<file path="src/rtl/sysbus_pkg.sv">
package sysbus_pkg;
    localparam int ADDR_W  = 24;
    localparam int DATA_W  = 16;
    localparam int BYTE_W  = 8;
    localparam int LANES   = DATA_W / BYTE_W;
    localparam int BOOT_AW = 11;
    localparam int RAM_AW  = 16;
    localparam int NDEV    = 8;

    typedef logic [ADDR_W-1:0] addr_t;
    typedef logic [DATA_W-1:0] word_t;
    typedef logic [BYTE_W-1:0] byte_t;

    // select bit positions follow the enum values
    typedef enum logic [2:0] {
        D_CART   = 3'd0,
        D_BOOT   = 3'd1,
        D_COP    = 3'd2,
        D_IO     = 3'd3,
        D_CARTIO = 3'd4,
        D_VIDEO  = 3'd5,
        D_SOUND  = 3'd6,
        D_RAM    = 3'd7
    } dev_e;

    typedef struct packed {
        logic hit;
        dev_e dev;
        logic io_hi;   // I/O mirror that uses the high lane
    } dec_t;

    localparam addr_t ROM_HI   = 24'h3F_FFFF;
    localparam addr_t COP_LO   = 24'hA0_0000;
    localparam addr_t COP_HI   = 24'hA0_FFFF;
    localparam addr_t IOL_LO   = 24'hA1_0000;
    localparam addr_t IOL_HI   = 24'hA1_0FFF;
    localparam addr_t IOH_LO   = 24'hA1_1000;
    localparam addr_t IOH_HI   = 24'hA1_1FFF;
    localparam addr_t CIO_LO   = 24'hA1_3000;
    localparam addr_t CIO_HI   = 24'hA1_30FF;
    localparam addr_t IOWL_LO  = 24'hA1_4000;
    localparam addr_t IOWL_HI  = 24'hA1_40FF;
    localparam addr_t OVL_LO   = 24'hA1_4100;
    localparam addr_t OVL_HI   = 24'hA1_41FF;
    localparam addr_t VID_LO   = 24'hC0_0000;
    localparam addr_t VID_HI   = 24'hDF_FFFF;
    localparam addr_t VIDW_HI  = 24'hC0_000F;
    localparam addr_t SND_LO   = 24'hC0_0010;
    localparam addr_t SND_HI   = 24'hC0_0017;
    localparam addr_t RAM_LO   = 24'hE0_0000;

    function automatic logic in_win(addr_t a, addr_t lo, addr_t hi);
        return (a >= lo) && (a <= hi);
    endfunction

    function automatic dec_t classify(addr_t a, logic wr, logic rom_on, logic granted);
        dec_t d;
        d = '{hit: 1'b0, dev: D_CART, io_hi: 1'b0};
        if (a <= ROM_HI) begin
            d.hit = 1'b1;
            d.dev = (wr || rom_on) ? D_CART : D_BOOT;
        end else if (in_win(a, COP_LO, COP_HI)) begin
            d.hit = granted;
            d.dev = D_COP;
        end else if (in_win(a, IOL_LO, IOL_HI)) begin
            d.hit = 1'b1;
            d.dev = D_IO;
        end else if (in_win(a, IOH_LO, IOH_HI)) begin
            d.hit   = 1'b1;
            d.dev   = D_IO;
            d.io_hi = 1'b1;
        end else if (in_win(a, CIO_LO, CIO_HI)) begin
            d.hit = 1'b1;
            d.dev = D_CARTIO;
        end else if (in_win(a, IOWL_LO, IOWL_HI)) begin
            d.hit = wr;
            d.dev = D_IO;
        end else if (in_win(a, OVL_LO, OVL_HI)) begin
            d.hit   = wr;
            d.dev   = D_IO;
            d.io_hi = 1'b1;
        end else if (in_win(a, VID_LO, VID_HI)) begin
            if (!wr || a <= VIDW_HI) begin
                d.hit = 1'b1;
                d.dev = D_VIDEO;
            end else if (in_win(a, SND_LO, SND_HI)) begin
                d.hit = 1'b1;
                d.dev = D_SOUND;
            end
        end else if (a >= RAM_LO) begin
            d.hit = 1'b1;
            d.dev = D_RAM;
        end
        return d;
    endfunction
endpackage

</file>
<file path="src/rtl/sysbus_decode.sv">
module sysbus_decode
    import sysbus_pkg::*;
(
    input  logic            valid,
    input  logic            write,
    input  addr_t           addr,
    input  logic            rom_on,
    input  logic            granted,
    output dec_t            dec,
    output logic [NDEV-1:0] sel
);
    always_comb dec = classify(addr, write, rom_on, granted);

    for (genvar i = 0; i < NDEV; i++) begin : g_sel
        assign sel[i] = valid && dec.hit && (dec.dev == dev_e'(i));
    end
endmodule

</file>
<file path="src/rtl/sysbus_steer.sv">
module sysbus_steer
    import sysbus_pkg::*;
(
    input  logic             valid,
    input  dec_t             dec,
    input  addr_t            addr,
    input  logic             word,
    input  word_t            wdata,
    input  word_t            dev_rdata,
    output addr_t            bus_addr,
    output logic [LANES-1:0] bus_be,
    output word_t            bus_wdata,
    output word_t            rdata,
    output byte_t            io_byte
);
    localparam byte_t ZB = '0;

    byte_t lane_rd;
    word_t wide_rd;
    word_t repl_wd;

    always_comb begin
        io_byte = (word && dec.io_hi) ? wdata[DATA_W-1 -: BYTE_W] : wdata[BYTE_W-1:0];
        bus_be  = word ? {LANES{1'b1}} : (addr[0] ? LANES'(1) : LANES'(2));
        lane_rd = addr[0] ? dev_rdata[BYTE_W-1:0] : dev_rdata[DATA_W-1 -: BYTE_W];
        wide_rd = word ? dev_rdata : {ZB, lane_rd};
        repl_wd = word ? wdata : {LANES{wdata[BYTE_W-1:0]}};

        bus_addr  = addr;
        bus_wdata = wdata;
        rdata     = '0;
        unique case (dec.dev)
            D_CART, D_VIDEO: begin
                bus_addr  = {addr[ADDR_W-1:1], 1'b0};
                bus_wdata = repl_wd;
                rdata     = wide_rd;
            end
            D_BOOT: begin
                bus_addr = ADDR_W'({addr[BOOT_AW-1:1], 1'b0});
                rdata    = wide_rd;
            end
            D_RAM: begin
                bus_addr  = ADDR_W'({addr[RAM_AW-1:1], 1'b0});
                bus_wdata = repl_wd;
                rdata     = wide_rd;
            end
            D_IO: begin
                bus_addr  = dec.io_hi ? (addr & ~ADDR_W'(24'h0000FF))
                                      : (addr & ~ADDR_W'(24'h00FF01));
                bus_wdata = {ZB, io_byte};
                rdata     = (word && dec.io_hi) ? {dev_rdata[BYTE_W-1:0], ZB}
                                                : {ZB, dev_rdata[BYTE_W-1:0]};
            end
            D_COP:    rdata = {ZB, dev_rdata[BYTE_W-1:0]};
            D_CARTIO: rdata = dev_rdata;
            D_SOUND:  rdata = '0;
            default:  rdata = '0;
        endcase
        if (!(valid && dec.hit)) rdata = '0;
    end
endmodule

</file>
<file path="src/rtl/sysbus_overlay.sv">
module sysbus_overlay (
    input  logic clk,
    input  logic rst,
    input  logic ctl_we,
    input  logic ctl_bit,
    output logic rom_on
);
    always_ff @(posedge clk) begin
        if (rst)         rom_on <= 1'b0;
        else if (ctl_we) rom_on <= ctl_bit;
    end
endmodule

</file>
<file path="src/rtl/sysbus_decoder.sv">
module sysbus_decoder
    import sysbus_pkg::*;
(
    input  logic                 clk,
    input  logic                 rst,
    input  logic                 acc_valid,
    input  logic                 acc_write,
    input  logic                 acc_word,
    input  logic [ADDR_W-1:0]    acc_addr,
    input  logic [DATA_W-1:0]    acc_wdata,
    output logic [DATA_W-1:0]    acc_rdata,
    input  logic                 cop_granted,
    output logic [NDEV-1:0]      sel,
    output logic [ADDR_W-1:0]    bus_addr,
    output logic [LANES-1:0]     bus_be,
    output logic [DATA_W-1:0]    bus_wdata,
    input  logic [DATA_W-1:0]    bus_rdata
);
    dec_t  dec;
    logic  rom_on;
    byte_t io_byte;
    logic  ctl_we;

    assign ctl_we = acc_valid && acc_write && in_win(acc_addr, OVL_LO, OVL_HI);

    sysbus_overlay u_ovl (
        .clk     (clk),
        .rst     (rst),
        .ctl_we  (ctl_we),
        .ctl_bit (io_byte[0]),
        .rom_on  (rom_on)
    );

    sysbus_decode u_dec (
        .valid   (acc_valid),
        .write   (acc_write),
        .addr    (acc_addr),
        .rom_on  (rom_on),
        .granted (cop_granted),
        .dec     (dec),
        .sel     (sel)
    );

    sysbus_steer u_steer (
        .valid     (acc_valid),
        .dec       (dec),
        .addr      (acc_addr),
        .word      (acc_word),
        .wdata     (acc_wdata),
        .dev_rdata (bus_rdata),
        .bus_addr  (bus_addr),
        .bus_be    (bus_be),
        .bus_wdata (bus_wdata),
        .rdata     (acc_rdata),
        .io_byte   (io_byte)
    );
endmodule

</file>
<file path="config.mk">
export PLATFORM = sky130hd
export DESIGN_NAME = sysbus_decoder
export DESIGN_NICKNAME = d
export VERILOG_FILES = /design/src/rtl/sysbus_pkg.sv /design/src/rtl/sysbus_decode.sv /design/src/rtl/sysbus_steer.sv /design/src/rtl/sysbus_overlay.sv /design/src/rtl/sysbus_decoder.sv
export SDC_FILE = /design/constraint.sdc
export NUM_CORES = 1
export LEC_CHECK = 0
export ABC_AREA = 1
export BUFFER_PORTS_ARGS = -buffer_cell sky130_fd_sc_hd__buf_2
export CAP_MARGIN = 30
export CORE_ASPECT_RATIO = 1.2
export CORE_MARGIN = 3
export CORE_UTILIZATION = 25
export CTS_CLUSTER_SIZE = 40
export DETAILED_ROUTE_END_ITERATION = 8
export PLACE_DENSITY = 0.51
export SLEW_MARGIN = 15
export SYNTH_ARGS = -nofsm -noshare
export SYNTH_HDL_FRONTEND = slang
export SYNTH_SLANG_ARGS = --single-unit
</file>
<file path="constraint.sdc">
create_clock -name clk -period 3.7 [get_ports clk]
set_input_delay 0 -clock clk [delete_from_list [all_inputs] [get_ports clk]]
set_output_delay 0 -clock clk [all_outputs]
set_load 0.02 [all_outputs]
</file>
==> results of run 1 <==
-- report_power, final --
part / internal (mW) / switching [mW] / total, mW
registers: 0.0110 / 0.0000000190 / 0.0110
logic: 0.109 / 0.222 / 0.331
clock network: 0 / 0 / 0
-- kinds of logic (layout without fill, tap and decap cells) --
kind of cell	after synthesis	count (layout)
AOI/OAI and AO/OA	65	65
buffers and inverters	95	211
DFF	1	1
and+or+nand+nor	229	229
-- metal layers --
layer / GRT usage, % / up-vias
met1: 20.1 / 1172
met4: 1.46 / 0
met2: 28.5 / 97
li1: - / 1470
met3: 1.31 / 4
met5: 0 / -
-- worst reg2reg max path: stages (launching register included) --
cell     delay [ps]
dfxtp_1         280
inv_1            50
a21oi_1         120
o21ai_0          90
inv_1            60
-- cell type report --
class / instances / share of cell area, %
flip-flops and latches: 1 / 0.782
well taps: 87 / 4.25
multi-input cells: 294 / 57.6
inverters: 83 / 12.3
repair buffers: 128 / 25.1
-- cell usage in the layout (no fill, tap or decap) --
master / count
a21oi_1: 28
buf_2: 127
buf_4: 1
dfxtp_1: 1
inv_1: 79
inv_2: 3
inv_4: 1
nand2_1: 108
nand2_2: 6
nand2_4: 1
nand3_1: 9
nand3_2: 2
nand3_4: 1
nand3b_1: 1
nand4_1: 20
nor2_1: 53
nor2_4: 5
nor3_1: 13
nor3_2: 8
nor3_4: 2
o211ai_1: 8
o21ai_0: 19
o21ai_2: 1
o21ai_4: 1
o22ai_1: 8
-- worst paths after layout --
kind                        to  slack (ps)
setup / recovery  bus_wdata[9]        1130
hold / removal    u_ovl.rom_on         270
setup reg to reg  u_ovl.rom_on        3030
hold reg to reg   u_ovl.rom_on         560
==> impl_results.md, run 1 <==
- Fin cells: 593
- Layout area overhead: 36.4%
- DR WL met3: around 480 um
- Arr. time, crit path: between 2000 and 3000 ps
- Number of DRC markers in iteration 0: 85
- Pre-antenna DRT Iters: 4
- Worst reg2reg path depth: 4
- Cell Area, Placed: 0.00255 sq mm
- Delay-heaviest family, CP: simple AND/OR/NAND/NOR gates
- Clock skew: 0 ps
- Tmin final: about 2600 ps
- Most common cell on crit path: nand2_1
- Post-synthesis average cell area: 4.81 sq um
- Initial antenna violation count: 0
- Seq/Total Area, Yosys: 1.07%
- Metal1 wirelength: approximately 3200 um
- CP startpoint kind: input pin
- RSZ-0062 raised after global routing: false
- Post-Synth XOR/XNOR Area: 0%
- Reg2reg start: u_ovl.rom_on
- Die H: between 100 and 150 um
- Cells after Synth: 390
- Core area: 0.00706 sq mm
- DR vias: between 2000 and 3000
- DP HPWL: around 5800 um
- Final Hold Viols: 0
- Vias per cell: between 4 and 5
- Pre-CTS setup slack: 1110 ps
- Post-route cell area: approximately 0.0026 sq mm
- Storage cell area: between 20 and 25 sq um
- # rows: 33
- Gr ovfl total: 0
- Number of global-route vias before repair: between 2000 and 3000
- Footprint of the multi-input gates: 0.00147 sq mm
- Fmax: 0.390 GHz
- Max-cap viol count: 0
- Crit path depth: 15
- Placed cells: slightly below 600
- Routed wire per std cell: between 10 and 15 um
- Mapped Nets: ~450
- PortBufs: between 100 and 150
- Relative slew slack: 51.3%
- Synth cell count leaders: nand2_1, inv_1, nor2_1, a21oi_1, nand4_1
- Setup Buffers After CTS: 0
- CP endpoint kind: primary output
- Seq cells post-synth: 1
- Post_cts resized: 0
- Worst-path cell chain: buf_2 -> nor2_1 -> nand2_1 -> nor2_1 -> nand3_1 -> nand2_1 -> nand3_2 -> nand2_4 -> nand4_1 -> nand2_2 -> nor2_4 -> nor2_4 -> nand2_1 -> nand2_1 -> buf_2
- Mapped Area: 0.00188 sq mm
- Crit Path Max Fanout: 12
- Mux share of post-synthesis cell area: 0%
- Worst setup path start: acc_addr[14]
- CP max-delay cell: nand4_1
- Die ar.: about 0.0086 sq mm
- Biggest register: u_ovl.rom_on
- Antenna cells: 0
- DRC: 0
- Final core utilization: between 30% and 40%
- Final total power: ~340 uW
- GRT Resource Usage Total: 15.5%
- Synth Area in Simple Gates: approximately 59%
- Outcome: completed
- HP Start: rst
- Clock transition at path regs: 0 ps
- Worst hold path type: in -> reg
- Hold slack: 275 ps
- Top cells by area, synth: nand2_1, inv_1, nor2_1, a21oi_1, nand4_1
- Fin crit share: between 60% and 70%
- Setup ws final: around 1100 ps
- Top cell type's share of synthesized area: between 20% and 30%
- Yosys top cell by area: nand2_1
- Fill cell count: around 850
- Compound-Gate Fraction of Synth Area: approximately a fifth
- Worst path required time: ~3700 ps
- Setup total negative slack: 0 ps
- CP Buf/Inv Count: 2
- DRT Wirelength: a little over 7000 um
- Final setup violation count: 0
- Fraction of layout cells with a size suffix above 1: a little under a third
- Crit Path Category: in -> out
- Post-synth EDFFs: 0
- Final Slew Violations: 0
- Worst vdd ir: ~0.063 mV
- Adder-cell area share of the yosys netlist: 0%
- Max reg flops: 1
- Clk_lat worst skew: 0 ps
- Hold path cells: 4
- Yosys warnings: 0
- Die Width: between 80 and 90 um
- Count leader, synth: nand2_1
- Largest family of logic cells by synthesized area: simple AND/OR/NAND/NOR gates
- Routability cong.: around 0.8
- Predominant post-synthesis flop cell: dfxtp_1
- Hold-fix buffers, CTS: 0
- Max Used Layer: met4
- Lkg Pwr: between 1.5 and 2 nW
- Fin nets: 570
- Initial Util: between 20% and 30%
- Largest net degree at the start of global routing: 25
- Distinct cells, synth: 27
- WL met2: 3350 um
- DRT antenna net count: 0
- Pwr dens: ~130 mW/mm^2
- Post-synth ARST share: 0%
- Worst slew pin tran: between 700 and 800 ps
- First-pass GRT wire length: ~11000 um
- CP peak stage delay: 490 ps
- Ports: 128
- Biggest regs: u_ovl.rom_on (1)
No activity file was read; power rests on OpenSTA's default activity.
==> inputs of run 2 (changes only) <==
Settings changed: ABC_AREA 1 to 0, PLACE_DENSITY 0.51 to 0.59.
Clock period 3.7 ns to 2.2 ns, I/O delays scaled along.
==> run 2 against run 1 <==
Worst hold slack worse by 120 ps. Combinational power is 18% higher. Power is 20% higher. Design area is 19% lower. Wire length is 22% lower. Via count is 26% lower. Register-to-register slack worse by 1400 ps. Clock skew stayed put. Cell count is 34% lower. Synthesized cell count is 47% lower. First-iteration DRC count is 16% lower. Sequential share of layout area is 0.18 points higher.
==> impl_results.md, run 2 <==
- Outcome: completed
- Die ar.: between 0.006 and 0.007 sq mm
- PortBufs: around 130
- Predominant post-synthesis flop cell: dfxtp_1
- Worst reg2reg path depth: 2
- # rows: 28
- Crit Path Category: in -> out
- Post-Synth XOR/XNOR Area: 0%
- Commonest non-fill, non-tap cell in the layout: buf_2
- Routed wire per std cell: around 14 um
- Mux share of post-synthesis cell area: between 7 and 8%
- Post-synthesis average cell area: between 6 and 7 sq um
- Max reg flops: 1
- CP Buf/Inv Count: 2
- Fill cell count: 561
- Cell Area, Placed: 0.00204 sq mm
- Footprint of the multi-input gates: ~0.0012 sq mm
- Compound-Gate Fraction of Synth Area: between 30 and 40%
- CP startpoint kind: input pin
- Fmax: 0.462 GHz
- Tmin final: ~2200 ps
- Placed cells: 394
- Biggest register: u_ovl.rom_on
- Hold slack: around 160 ps
- Worst path required time: 2200 ps
- Adder-cell area share of the yosys netlist: 0%
- Clock transition at path regs: 0 ps
- Fin nets: 398
- Worst slew pin tran: ~500 ps
- Reg2reg start: u_ovl.rom_on
- Number of global-route vias before repair: 1896
- Seq/Total Area, Yosys: under 10%
- Antenna cells: 0
- Largest net degree at the start of global routing: 17
- CP max-delay cell: or4_2
- Die H: ~86 um
- Pwr dens: about 200 mW/mm^2
- Delay-heaviest family, CP: compound AO/OA/AOI/OAI gates
- Pre-antenna DRT Iters: 5
- Top cell type's share of synthesized area: 10.5%
- Post-synth ARST share: 0%
- Routability cong.: 0.825
- Synth Area in Simple Gates: about half
- DRT Wirelength: 5520 um
- CP peak stage delay: approximately 700 ps
- Final total power: between 400 and 500 uW
- Setup Buffers After CTS: 0
- Hold path cells: 2
- Largest family of logic cells by synthesized area: simple AND/OR/NAND/NOR gates
- Crit path depth: 8
- Max-cap viol count: 0
- Seq cells post-synth: 1
- Fin crit share: 98.4%
- Fraction of layout cells with a size suffix above 1: between 40% and 50%
- DRT antenna net count: 0
- Yosys top cell by area: nand2_1
- DP HPWL: 4550 um
- Lkg Pwr: between 1 and 1.5 nW
- Storage cell area: about 20 sq um
- Most common cell on crit path: buf_2
- Fin cells: approximately 390
- Yosys warnings: 0
- Post-synth EDFFs: 0
- R2R Path End: u_ovl.rom_on
- Number of DRC markers in iteration 0: approximately 70
- Ports: 128
- Worst hold path type: in -> reg
- Arr. time, crit path: roughly 2200 ps
- Initial Util: about a quarter
- Layout area overhead: 55.9%
- Worst vdd ir: just over 0.08 mV
- Synth cell count leaders: nand2_1, and2_1, nand3_1, a21oi_1, nor2_1
- Reg2Reg Setup Slack: between 1500 and 2000 ps
- HP Start: rst
- Final Slew Violations: 0
- Mapped Nets: roughly 270
- Crit Path Max Fanout: 8
- GRT Resource Usage Total: between 10% and 20%
- Worst-path cell chain: buf_2 -> or4_2 -> nor4_2 -> a22oi_2 -> a21bo_1 -> a211o_4 -> a32o_1 -> buf_2
- Final setup violation count: 0
- Relative slew slack: between 60% and 70%
- DRC: 0
- Post-route cell area: approximately 0.0021 sq mm
- Clock skew: 0 ps
- Most frequent cells in the layout: buf_2, nand2_1, and2_1
- Worst Hold End: u_ovl.rom_on
- Gr ovfl total: 0
- Core area: 0.00504 sq mm
- Cells after Synth: approximately 200
- Top cells by area, synth: nand2_1, and2_1, mux2i_1, a32o_1, nand3_1
- Distinct cells, synth: 50
- Count leader, synth: nand2_1
- Die Width: 72.5 um
- Initial antenna violation count: 0
- CP endpoint kind: primary output
- DR vias: just over 2000
- Mapped Area: approximately 0.0013 sq mm
- Vias per cell: just over 5
- Biggest regs: u_ovl.rom_on (1)
- Final Hold Viols: 0
- First-pass GRT wire length: just under 9000 um
- Clk_lat worst skew: 0 ps
## run 2: cell count changes after synthesis, sizes merged, moves of 18 or more
cell / previous run / this run
and2: 0 / 18
nor2: 58 / 13
inv: 83 / 12
o21ai: 21 / 2
nand2: 115 / 37
nor3: 23 / 2
## run 2: where the power goes
part	total, mW	switching, mW	internal [mW]	leakage [nW]
Combinational	0.392	0.236	0.156	1.11
Clock	0	0	0	0
Sequential	0.0185	0.0000000574	0.0185	0.00805
Total	0.410	0.236	0.174	1.11
## run 2: layout make-up
cell class / instances / share of cell area, %
Tap cell: 60 / 3.63
Timing Repair Buffer: 140 / 35.4
Inverter: 12 / 2.18
Multi-Input combinational cell: 181 / 57.8
Sequential cell: 1 / 0.967
## run 2: layer usage
metal / global-route usage [%] / up-vias / wire [um]
met5: 0 / - / 0
met4: 2.18 / 0 / 70
met3: 0.352 / 6 / 370
met2: 30.8 / 86 / 2810
met1: 20.8 / 918 / 2270
li1: - / 1016 / -
## run 2: kinds of logic (layout without fill, tap and decap cells)
logic type / count (synthesis) / count (layout)
multiplexers: 10 / 10
AO/OA/AOI/OAI: 49 / 49
buffers and inverters: 23 / 152
flip-flops: 1 / 1
AND/OR/NAND/NOR: 122 / 122
## run 2: metrics by stage
step	worst slack [ps]	TNS [ps]	utilization, %
final	34.6	0	41.0
after global routing	-27.8	-142	41.0
after CTS	28.8	0	40.4
after detailed placement	32.5	0	40.4
after global placement	69.4	0	40.4
after floorplan	219	0	-
## run 2: worst max path at each step
stage / start / to / slack (ps)
CTS: acc_addr[20] / acc_rdata[7] / 30
detailed placement: acc_addr[20] / acc_rdata[7] / 30
finish: acc_addr[7] / acc_rdata[7] / 30
global route: acc_addr[7] / acc_rdata[1] / -30
global placement: acc_addr[7] / acc_rdata[2] / 70
floorplan: acc_addr[7] / acc_rdata[0] / 220
## run 2: timing repair
item	in CTS	in global routing
gates resized for setup	0	5
hold buffers	0	0
endpoints found under the setup margin	0	8
==> inputs of run 3 (changes only) <==
Settings changed: BUFFER_PORTS_ARGS -buffer_cell sky130_fd_sc_hd__buf_2 to default, DONT_BUFFER_PORTS from default to 1, PLACE_DENSITY 0.59 to 0.38.
==> run 3 against run 2 <==
Sequential share of layout area increased by 0.32 points. Critical path depth decreased by 2. Fmax increased by 7.3%. Sequential cell count unchanged. Die area unchanged. Cell count decreased by 27%. Clock skew unchanged. Via count decreased by 20%. Power decreased by 30%. Highest routed layer is now met3.
==> impl_results.md, run 3 (synthesized netlist as in run 2, its figures left out) <==
- Outcome: completed
- DRC: 0
- Final Slew Violations: 0
- Reg2Reg Setup Slack: 1610 ps
- Die ar.: 0.00622 sq mm
- Final Hold Viols: 0
- Fmax: ~0.50 GHz
- DR vias: roughly 1600
- Reg power frac: 6.5%
- Final core utilization: 30.7%
- PortBufs: 0
- DRT antenna net count: 0
- Setup ws final: 183 ps
- Initial Util: between 20% and 30%
- Layout area overhead: 16.8%
- DP HPWL: about 4200 um
- # rows: 28
- Hold-fix buffers, CTS: 0
- Number of DRC markers in iteration 0: 57
- Worst reg2reg path depth: 2
- Most frequent cells in the layout: nand2_1, buf_4, and2_1
- Max-cap viol count: 0
- Antenna cells: 0
- Setup total negative slack: 0 ps
- CP endpoint kind: primary output
- Biggest register: u_ovl.rom_on
- Pwr dens: 184 mW/mm^2
- Clk_lat worst skew: 0 ps
- Pre-antenna DRT Iters: 4
- Worst path required time: between 2000 and 2500 ps
- GRT Resource Usage Total: between 10% and 20%
- Core area: between 0.005 and 0.006 sq mm
- Worst hold path type: in -> reg
- Final setup violation count: 0
- R2R Path End: u_ovl.rom_on
- Clock skew: 0 ps
- Number of global-route vias before repair: 1509
- Routed wire per std cell: around 18 um
- Clock transition at path regs: 0 ps
- Worst vdd ir: 0.0613 mV
- Int Power: around 120 uW
- Cell Area, Placed: 0.00155 sq mm
- Switching power total: roughly 170 uW
- Final total power: between 200 and 300 uW
- Crit Path Category: in -> out
- Worst slew pin tran: 671 ps
- Fraction of layout cells with a size suffix above 1: a little under a quarter
- Switch share: roughly three fifths
- Largest net degree at the start of global routing: 17
- Combinational share of power: 93.5%
- Ports: about 130
- Crit Path Max Fanout: 8
- DRT Wirelength: 5060 um
- Arr. time, crit path: around 2000 ps
- Die Width: around 73 um
- Reg2reg start: u_ovl.rom_on
- Relative slew slack: a little over half
- Hold path cells: 1
- Tmin final: approximately 2000 ps
- Lkg Pwr: between 0.6 and 0.7 nW
- Fin crit share: 91.7%
- HP Start: rst
- Gr ovfl total: 0
- Pre-CTS setup slack: 185 ps
- RSZ-0062 raised after global routing: false
- Vias per cell: roughly 5.6
- CP startpoint kind: input pin
- Commonest non-fill, non-tap cell in the layout: nand2_1
- Max reg flops: 1
- Routability cong.: 0.813
- Post_cts resized: 0
- Biggest regs: u_ovl.rom_on (1)
- First-pass GRT wire length: between 7000 and 8000 um
- Die H: ~86 um
- Worst Hold End: u_ovl.rom_on
- Initial antenna violation count: 0
- Clock power share: 0%
- Fin nets: between 200 and 300
- Post-route cell area: between 0.0015 and 0.002 sq mm
- Setup Buffers After CTS: 0
[run 3: per-layer routing]
metal | track usage [%] | vias up | part of all wire (%)
met5 | 0 | - | 0
met2 | 26.8 | 83 | 49
met1 | 18.8 | 728 | 40
li1 | - | 806 | -
met4 | 0 | 0 | 0
met3 | 2.46 | 0 | 11
[run 3: power by group through the flow]
stage	Combinational, mW	Sequential, mW	Clock (mW)
CTS	0.271	0.0185	0
global route	0.286	0.0185	0
floorplan	0.222	0.0185	0
global placement	0.270	0.0185	0
finish	0.267	0.0185	0
detailed placement	0.270	0.0185	0
[run 3: through the flow]
stage               hold WS (ps)  cells
floorplan                   72.4    205
finish                      74.4    287
detailed placement          75.8    287
global placement            74.5    287
global route                76.6    287
CTS                         75.8    287
[run 3: worst max path at each step]
stage                startpoint            to  slack, ps
CTS                 acc_addr[7]  acc_rdata[2]        180
finish              acc_addr[7]  acc_rdata[1]        180
floorplan           acc_addr[7]  acc_rdata[0]        220
global route        acc_addr[7]  acc_rdata[4]         60
detailed placement  acc_addr[7]  acc_rdata[3]        180
global placement    acc_addr[7]  acc_rdata[6]        220
[run 3: layout make-up]
| cell class | instances | area [sq um] |
|---|---|---|
| Fill cell | 567 | 3490 |
| Inverter | 12 | 45.0 |
| Multi-Input combinational cell | 181 | 1160 |
| Sequential cell | 1 | 20.0 |
| Tap cell | 60 | 75.1 |
| Timing Repair Buffer | 33 | 248 |
[run 3: worst max-delay path, stage by stage]
cell,delay [ps]
or4_2,680
nor4_1,210
a22oi_1,160
a21bo_1,250
a211o_4,390
a32o_1,340
